[src/rtl/spdma_pkg.sv]
package spdma_pkg;
    localparam int TAG_W   = 3;
    localparam int PAGE_W  = 8;
    localparam int LINE_W  = 8;
    localparam int ADDR_W  = PAGE_W + LINE_W;
    localparam int DATA_W  = 8;
    localparam int SLOT_W  = 7;
    localparam int N_PLR   = 4;

    localparam logic [TAG_W-1:0] TAG_MSL = 3'd4;

    typedef enum logic [2:0] {
        ST_HEAD,
        ST_PLR,
        ST_PLR_DEFER,
        ST_LATE,
        ST_TAIL
    } line_phase_t;
endpackage

[src/rtl/spdma_slot_fsm.sv]
module spdma_slot_fsm
    import spdma_pkg::*;
#(
    parameter int SW        = SLOT_W,
    parameter int LATE_SLOT = 112,
    parameter int PLAYERS   = N_PLR
) (
    input  logic              clk,
    input  logic              rst_n,
    input  logic              slot_go,
    input  logic [SW-1:0]     slot_num,
    input  logic              list_due,
    input  logic              plr_en,
    input  logic              msl_en,
    output logic              fetch_go,
    output logic [TAG_W-1:0]  fetch_tag
);
    localparam logic [SW-1:0] SLOT_FIRST_PLR = SW'(1);
    localparam logic [SW-1:0] SLOT_LAST_PLR  = SW'(PLAYERS);
    localparam logic [SW-1:0] SLOT_LATE      = SW'(LATE_SLOT);

    line_phase_t st, st_nxt;

    logic in_plr_win;
    assign in_plr_win = (slot_num >= SLOT_FIRST_PLR) && (slot_num <= SLOT_LAST_PLR);

    always_ff @(posedge clk) begin
        if (!rst_n) st <= ST_HEAD;
        else        st <= st_nxt;
    end

    always_comb begin
        st_nxt    = st;
        fetch_go  = 1'b0;
        fetch_tag = TAG_MSL;
        if (slot_go) begin
            if (slot_num == '0) begin
                fetch_go = msl_en && !list_due;
                st_nxt   = list_due ? ST_PLR_DEFER : ST_PLR;
            end else begin
                unique case (st)
                    ST_PLR, ST_PLR_DEFER: begin
                        if (in_plr_win) begin
                            fetch_go  = plr_en;
                            fetch_tag = TAG_W'(slot_num - SLOT_FIRST_PLR);
                            if (slot_num == SLOT_LAST_PLR)
                                st_nxt = (st == ST_PLR_DEFER) ? ST_LATE : ST_TAIL;
                        end
                    end
                    ST_LATE: begin
                        if (slot_num == SLOT_LATE) begin
                            fetch_go = msl_en;
                            st_nxt   = ST_TAIL;
                        end
                    end
                    ST_HEAD, ST_TAIL: begin
                        st_nxt = st;
                    end
                    default: st_nxt = ST_HEAD;
                endcase
            end
        end
    end

    // outside the player window and the late slot, nothing but slot 0 fetches
    p_quiet_tail_r10: assert property (@(posedge clk) disable iff (!rst_n)
        (st == ST_TAIL || st == ST_HEAD) && slot_num != '0 |-> !fetch_go);
    // a deferral always ends in the late state once slot 4 is passed
    p_defer_to_late_r4: assert property (@(posedge clk) disable iff (!rst_n)
        st == ST_PLR_DEFER && slot_go && slot_num == SLOT_LAST_PLR |=> st == ST_LATE);
endmodule

[src/rtl/spdma_addr_calc.sv]
module spdma_addr_calc
    import spdma_pkg::*;
(
    input  logic              dbl_line,
    input  logic [PAGE_W-1:0] base_page,
    input  logic [LINE_W-1:0] line_num,
    input  logic [TAG_W-1:0]  tag,
    output logic [ADDR_W-1:0] addr
);
    localparam int SGL_BASE_W = ADDR_W - 3 - LINE_W;
    localparam int DBL_BASE_W = ADDR_W - 3 - (LINE_W - 1);

    logic [2:0] sgl_field, dbl_field;
    logic [ADDR_W-1:0] sgl_addr, dbl_addr;

    always_comb begin
        if (tag == TAG_MSL) begin
            sgl_field = 3'b011;
            dbl_field = 3'b011;
        end else begin
            sgl_field = {1'b1, tag[1:0]};
            dbl_field = {1'b1, tag[1:0]};
        end
    end

    assign sgl_addr = {base_page[PAGE_W-1 -: SGL_BASE_W], sgl_field, line_num};
    assign dbl_addr = {base_page[PAGE_W-1 -: DBL_BASE_W], dbl_field, line_num[LINE_W-1:1]};
    assign addr     = dbl_line ? dbl_addr : sgl_addr;
endmodule

[src/rtl/spdma_return.sv]
module spdma_return
    import spdma_pkg::*;
(
    input  logic              clk,
    input  logic              rst_n,
    input  logic              req,
    input  logic [TAG_W-1:0]  req_tag,
    input  logic [DATA_W-1:0] mem_rdata,
    output logic              obj_valid,
    output logic [TAG_W-1:0]  obj_tag,
    output logic [DATA_W-1:0] obj_data
);
    logic             pend;
    logic [TAG_W-1:0] pend_tag;

    always_ff @(posedge clk) begin
        if (!rst_n) begin
            pend      <= 1'b0;
            pend_tag  <= '0;
            obj_valid <= 1'b0;
            obj_tag   <= '0;
            obj_data  <= '0;
        end else begin
            pend      <= req;
            pend_tag  <= req_tag;
            obj_valid <= pend;
            if (pend) begin
                obj_tag  <= pend_tag;
                obj_data <= mem_rdata;
            end
        end
    end

    // each returned byte follows its request by exactly two cycles
    p_req_to_valid_r9: assert property (@(posedge clk) disable iff (!rst_n)
        req |=> ##1 obj_valid);
    p_valid_has_req_r9: assert property (@(posedge clk) disable iff (!rst_n)
        obj_valid |-> $past(req, 2));
endmodule

[src/rtl/sprite_dma_agen.sv]
module sprite_dma_agen
    import spdma_pkg::*;
#(
    parameter int LATE_SLOT = 112
) (
    input  logic              clk,
    input  logic              rst_n,
    input  logic              slot_go,
    input  logic [6:0]        slot_num,
    input  logic              list_due,
    input  logic              plr_en,
    input  logic              msl_en,
    input  logic              dbl_line,
    input  logic [7:0]        base_page,
    input  logic [7:0]        line_num,
    input  logic [7:0]        mem_rdata,
    output logic              dma_req,
    output logic [15:0]       dma_addr,
    output logic              obj_valid,
    output logic [2:0]        obj_tag,
    output logic [7:0]        obj_data
);
    logic             fetch_go;
    logic [TAG_W-1:0] fetch_tag;
    logic [ADDR_W-1:0] next_addr;
    logic [TAG_W-1:0] req_tag;

    spdma_slot_fsm #(.SW(SLOT_W), .LATE_SLOT(LATE_SLOT), .PLAYERS(N_PLR)) fsm_i (
        .clk       (clk),
        .rst_n     (rst_n),
        .slot_go   (slot_go),
        .slot_num  (slot_num),
        .list_due  (list_due),
        .plr_en    (plr_en),
        .msl_en    (msl_en),
        .fetch_go  (fetch_go),
        .fetch_tag (fetch_tag)
    );

    spdma_addr_calc calc_i (
        .dbl_line  (dbl_line),
        .base_page (base_page),
        .line_num  (line_num),
        .tag       (fetch_tag),
        .addr      (next_addr)
    );

    always_ff @(posedge clk) begin
        if (!rst_n) begin
            dma_req  <= 1'b0;
            dma_addr <= '0;
            req_tag  <= '0;
        end else begin
            dma_req <= fetch_go;
            if (fetch_go) begin
                dma_addr <= next_addr;
                req_tag  <= fetch_tag;
            end
        end
    end

    spdma_return ret_i (
        .clk       (clk),
        .rst_n     (rst_n),
        .req       (dma_req),
        .req_tag   (req_tag),
        .mem_rdata (mem_rdata),
        .obj_valid (obj_valid),
        .obj_tag   (obj_tag),
        .obj_data  (obj_data)
    );

    // each enable gates its own object class
    p_player_gated_r5: assert property (@(posedge clk) disable iff (!rst_n)
        dma_req && req_tag != TAG_MSL |-> $past(plr_en));
    p_missile_gated_r5: assert property (@(posedge clk) disable iff (!rst_n)
        dma_req && req_tag == TAG_MSL |-> $past(msl_en));
    // single-line addresses keep the upper five base bits
    p_single_base_r6: assert property (@(posedge clk) disable iff (!rst_n)
        dma_req && !$past(dbl_line) |-> dma_addr[15:11] == $past(base_page[7:3]));
    // double-line addresses keep the upper six base bits
    p_double_base_r7: assert property (@(posedge clk) disable iff (!rst_n)
        dma_req && $past(dbl_line) |-> dma_addr[15:10] == $past(base_page[7:2]));
    // requests are single-cycle pulses per slot strobe
    p_req_from_slot_r9: assert property (@(posedge clk) disable iff (!rst_n)
        dma_req |-> $past(slot_go));
endmodule

[config.mk]
export PLATFORM = sky130hd
export DESIGN_NAME = sprite_dma_agen
export DESIGN_NICKNAME = d
export VERILOG_FILES = /design/src/rtl/spdma_pkg.sv /design/src/rtl/spdma_slot_fsm.sv /design/src/rtl/spdma_addr_calc.sv /design/src/rtl/spdma_return.sv /design/src/rtl/sprite_dma_agen.sv
export SDC_FILE = /design/constraint.sdc
export NUM_CORES = 1
export LEC_CHECK = 0
export ABC_AREA = 1
export CORE_MARGIN = 2
export CORE_UTILIZATION = 45
export DETAILED_ROUTE_END_ITERATION = 8
export DONT_BUFFER_PORTS = 1
export GPL_TIMING_DRIVEN = 0
export PLACE_DENSITY = 0.61
export SLEW_MARGIN = 15
export SYNTH_ARGS = -nofsm -noshare
export SYNTH_HDL_FRONTEND = slang
export SYNTH_SLANG_ARGS = --single-unit
[constraint.sdc]
create_clock -name clk -period 1.7 [get_ports clk]
set_clock_uncertainty 0.2 [all_clocks]
set_input_delay 0.17 -clock clk [delete_from_list [all_inputs] [get_ports clk]]
set_output_delay 0.17 -clock clk [all_outputs]
set_load 0.01 [all_outputs]
# Yosys cells after proc, flatten, opt, wreduce, memory -nomap -nowiden
# Cells that the tools add are included.
# op_classes
reduce_logical	8
muxes	18
n_addsub	1
n_eq_ne	11
order_cmp	2
# op_table
op	count
2-to-1 mux 3 bit	10
2-to-1 mux 11 bit	1
!= test 3 x 1 -> 1 bit (second input constant)	3
case mux 3 bit (3 select lines)	1
== test 7 x 3 -> 1 bit (second input constant)	1
== test 7 bit (second input constant)	1
greater-or-equal comparator 7 x 1 -> 1 bit (second input constant)	1
<= comparator 7 x 3 -> 1 bit (second input constant)	1
zero test 7 bit	1
== test 3 x 2 -> 1 bit (second input constant)	2
== test 3 bit (second input constant)	2
AND reduction 5 bit	1
2-to-1 mux 1 bit	4
OR reduction 2 bit	2
== test 3 x 1 -> 1 bit (second input constant)	1
zero test 3 bit	1
subtractor 3 x 1 -> 3 bit (second input constant)	1
logical AND 1 bit	2
2-to-1 mux 2 bit	1
!= test 2 x 1 -> 1 bit (second input constant)	1
case mux 1 bit (2 select lines)	1
zero test 1 bit	1
# word_totals
inputBits	38
word_cells	49
out_inout_bits	29
register_bits	39

# Longest topological paths before layout
# depth
word_depth	9
mapped_depth	14
mapped_depth_nobuf	13

# By module
# Synthesis repeated with hierarchy kept, for this count alone.
# hier_totals
cells_unflattened	326
hier_area_um2	2019.4
# modules_own_cells
module	seq_area_each_um2	n_inst	cells_per_inst	area_each_um2
sprite_dma_agen	400.4	1	123	803.3
spdma_return	320.3	1	85	606.8
spdma_slot_fsm	60.1	1	70	394.1
spdma_addr_calc	0.0	1	48	215.2

# Least setup slack after synthesis
# OpenSTA, ideal clock, no wires.
# synth_timing
path_kind	input to register
start	input slot_num[1]
end	register dma_addr[0]
stages	11
path_slack_ps	54
path_buffers	1
setup_ps	64
arrival_time_ps	1382
t_required_ps	1436
path_cell_list	inv_1 -> ha_1 -> inv_1 -> nor2_1 -> nand2_2 -> nand2_1 -> nand3_2 -> a21oi_4 -> buf_6 -> nor2_1 -> nor2_1
# synth_between
elab_chain_cells	6
word_cells_on_any_way	10
cone_classes	order compare (2); eq/ne (1); mux (5); reduce/logical (2)
# synth_rtl
item	line_no	rtl
start: declaration	sprite_dma_agen.sv:9	input logic [6:0] slot_num,
greater-or-equal comparator 7 x 1 -> 1 bit or <= comparator 7 x 3 -> 1 bit (tied branches)	spdma_slot_fsm.sv:25	assign in_plr_win = (slot_num >= SLOT_FIRST_PLR) && (slot_num <= SLOT_LAST_PLR);
logical AND 1 bit	spdma_slot_fsm.sv:25	
2-to-1 mux 1 bit	spdma_slot_fsm.sv:43	if (in_plr_win) begin
case mux 1 bit (2 select lines)	spdma_slot_fsm.sv:41	unique case (st)
2-to-1 mux 1 bit (*)	spdma_slot_fsm.sv:37	if (slot_num == '0) begin
2-to-1 mux 1 bit (*)	spdma_slot_fsm.sv:36	if (slot_go) begin
end signal: assignment	sprite_dma_agen.sv:56	dma_addr <= next_addr;
end: declaration	sprite_dma_agen.sv:18	output logic [15:0] dma_addr,
# Mark *: on every way between the ends. The rest lies on a longest branch, timed or not.
# A chain may end at the register's enable or synchronous reset.

# Worst setup path in the final report
# layout_timing
start	register fsm_i.st[2]
end	register dma_addr[14]
# layout_between
elab_chain_cells	5
word_cells_on_any_way	7
cone_classes	eq/ne (3); mux (3); reduce/logical (1)
# layout_rtl
item	line_no	rtl
start: declaration	spdma_slot_fsm.sv:22	line_phase_t st, st_nxt;
start signal: assignment	spdma_slot_fsm.sv:29	else st <= st_nxt;
== test 3 x 1 -> 1 bit or == test 3 x 2 -> 1 bit (tied branches)	spdma_slot_fsm.sv:41	
OR reduction 2 bit	spdma_slot_fsm.sv:41	
case mux 1 bit (2 select lines) (*)	spdma_slot_fsm.sv:41	
2-to-1 mux 1 bit (*)	spdma_slot_fsm.sv:37	
2-to-1 mux 1 bit (*)	spdma_slot_fsm.sv:36	
# Marked as above.

==> impl_metrics.toml <==
[timing]
maxSlewHeadroom = 0.6689
drv_slew = 0
period_needed_ns = 1.687
hold_viol = 0
min_period_over_period = 0.9925
rsz0062_at_grt = "yes"
fmax_ghz = 0.5927
setup_violations = 0
tightest_slew_ns = 0.4966

[power_and_ir_drop]
clock_power_share = 0.338
swShare = 0.2617
vdd_drop_max_mv = 0.5996
p_int_w = 0.001313
seqPwrFrac = 0.529
leakage_nw = 1.092
power.density_nw_per_um2 = 736.2
combPwrFrac = 0.133
p_total_w = 0.001779
p_switching_w = 0.0004654

[yosys]
synth.distinct_cells = 31
synth_top_family_by_area = "simple AND/OR/NAND/NOR gates"
yosysTopAreaCellShare = 0.4130
synth-simple-area-share = 0.3547
ys_seq_area_frac = 0.4130
netlist_area_um2 = 1891
ys_ff_latch = 39
yosys.area.top_type = "dfxtp_1"
synth_most_common_cell = "nor2_1"
synth_nets = 304
synth_mux_area_frac = 0.005295
syn_area_per_cell_um2 = 7.188
synth_xor_area_frac = 0
synth_flop_cell = "dfxtp_1"
ys_top_cells_by_area = "dfxtp_1 41%, nor2_1 13%, nand2_1 11%, o21ai_0 4.8%, inv_1 4.2%"
synth_warnings = 0
synthAdderAreaFrac = 0.01985
synth_common_cells = "65 x nor2_1, 54 x nand2_1, 39 x dfxtp_1"
synth_compound_area_frac = 0.1264
syn_inst = 263
synth_edf_count = 0
async_reset_ff_frac = 0

[worst_setup_path]
cp.required_ns = 1.72
cp-start-kind = "flip-flop"
critical_path_class = "flip-flop to flip-flop"
crit_start = "fsm_i.st[2]"
reg2reg_from = "fsm_i.st[2]"
arrival_ns = 1.71
cp-end-kind = "flip-flop"
cp_max_fo = 7

[layout]
fin_util = 0.5997
nNetsFinal = 342
syn_to_final_growth_pct = 27.80
diodes = 0
drive_above_1_share = 0.2053

[route]
post_drt_wl_per_cell_um = 12.19
vias_per_cell = 4.801
routed_wl_mm = 4.290
drc_errors = 0
antenna_left = 0
vias = 1690
first_pass_iters = 4
drtIter0Drc = 65

[cts]
htreeDepth = 2
clock_latency_ns = 0.28
cts.sinks = 39
clockBufferDepth = 2
cts_tree = "built"
clock_tree.root_cell = "clkbuf_8"
cts_buffers = 5
clk_pin_slew_ns = 0.08

[placement]
hpwlAfterDp_mm = 2.944
gp_congestion = 0.7665
portBuffers = 0

[hold_path]
holdCritStartpoint = "base_page[2]"
hp-class = "primary input to flip-flop"

[global_routing]
antenna_found_initial = 0
grt_max_degree = 13
grt.overflow.total = 0
grt_pass1_wl_mm = 6.458
grt_pass1_vias = 1508
grt_use_total = 0.1809

[run]
drv_cap = 0

[die]
core-area_um2 = 4029
std_cell_rows = 23
start_util = 0.4693
die_width_um = 68.82
io_pins = 67
die_area_um2 = 4736
fp.dieH_um = 68.82

[run_status]
status = "completed"
area by class of cell:
type                       count  area, um^2
buffer                        10       62.56
clock buffer                   6       72.57
clock inverter                 2       12.51
fill                         406        1613
inverter                      24       92.59
multi-input combinational    190        1018
sequential                    39       792.0
tap                           50       62.56
timing repair buffer          31       302.8
cell usage in the layout (no fill, tap or decap), types with 2 or more instances in the layout:
cell,instances
nand3_4,2
clkbuf_8,5
nor2_4,4
dfxtp_1,36
nor2_1,64
clkbuf_1,6
o21ai_1,7
inv_2,5
dlygate4sd3_1,25
nor2_2,3
nand2_2,8
nand2_1,51
buf_6,5
inv_1,17
o31ai_1,2
buf_4,4
a21oi_2,3
ha_1,3
a21oi_1,3
nand2_4,5
o21ai_0,17
nand3_2,4
nand3_1,5
dfxtp_4,3
routing by layer:
metal	global-route usage	wire length, um	share of wire	vias up
met2	0.3113	2041	0.48	41
met3	0.04708	264	0.062	2
met1	0.2316	1970	0.46	752
li1	-	-	-	895
met4	0.02941	13	0.0030	0
met5	0	0	0	-
power groups by stage:
| stage | logic, W | registers [W] | clock network (W) |
|---|---|---|---|
| after floorplan | 0.000141 | 0.000952 | 0 |
| after global placement | 0.000163 | 0.000954 | 0 |
| after detailed placement | 0.000166 | 0.000954 | 0 |
| after CTS | 0.000222 | 0.000934 | 0.000619 |
| after global routing | 0.000265 | 0.000943 | 0.000645 |
| final | 0.000237 | 0.000942 | 0.000600 |
path summary, 6_finish.rpt:
path	slack, ns	endpoint	depth (start not counted)
min	0.01	dma_addr[10]	3
min reg2reg	0.23	ret_i.pend_tag[1]	2
max reg2reg	0.01	dma_addr[14]	10
max	0.01	dma_addr[14]	10
critical path, cell delays in order (launching register included):
cell and delay (ns):
dfxtp_4 0.37, inv_4 0.07, nand3_4 0.07, nand2_2 0.08, nand2_1 0.08, nor2_4 0.11, nand2_4 0.06, a21oi_4 0.26
buf_6 0.17, nor2_1 0.05, nor2_1 0.09
through the flow:
step	area, um^2	TNS (ns)	hold slack (ns)	setup slack, ns	instances
final	2416	0	0.01232	0.01272	352
after global routing	2416	-1.121	0.004496	-0.1034	352
after CTS	2330	-0.008145	0.001470	-0.008145	350
after detailed placement	1953	-3.116	0.1139	-0.2210	313
after global placement	1953	-2.761	0.1058	-0.1861	313
after floorplan	1891	0	0.1049	0.05407	263
cell families (layout without fill, tap and decap cells):
kind of cell	after synthesis	after routing
muxes	1	1
and+or+nand+nor	149	149
buffers and inverters	34	73
DFF	39	39
AOI/OAI and AO/OA	37	37
adders and majority gates	3	3
repair_timing:
action	CTS	global route
endpoints found under the setup margin	16	23
setup buffers	4	1
resized for setup	5	23
cloned	0	1
endpoints found under the hold margin	24	0
hold buffers	25	0
pin swaps	5	9
registers in the layout (all words and copies together) (netlist names):
name,count
fsm_i.st,3
ret_i.pend_tag,3
dma_addr,16
ret_i.obj_data,8
ret_i.obj_valid,1
ret_i.obj_tag,3
ret_i.pend,1
req_tag,3
dma_req,1
Power figures use the tool's default switching activity.
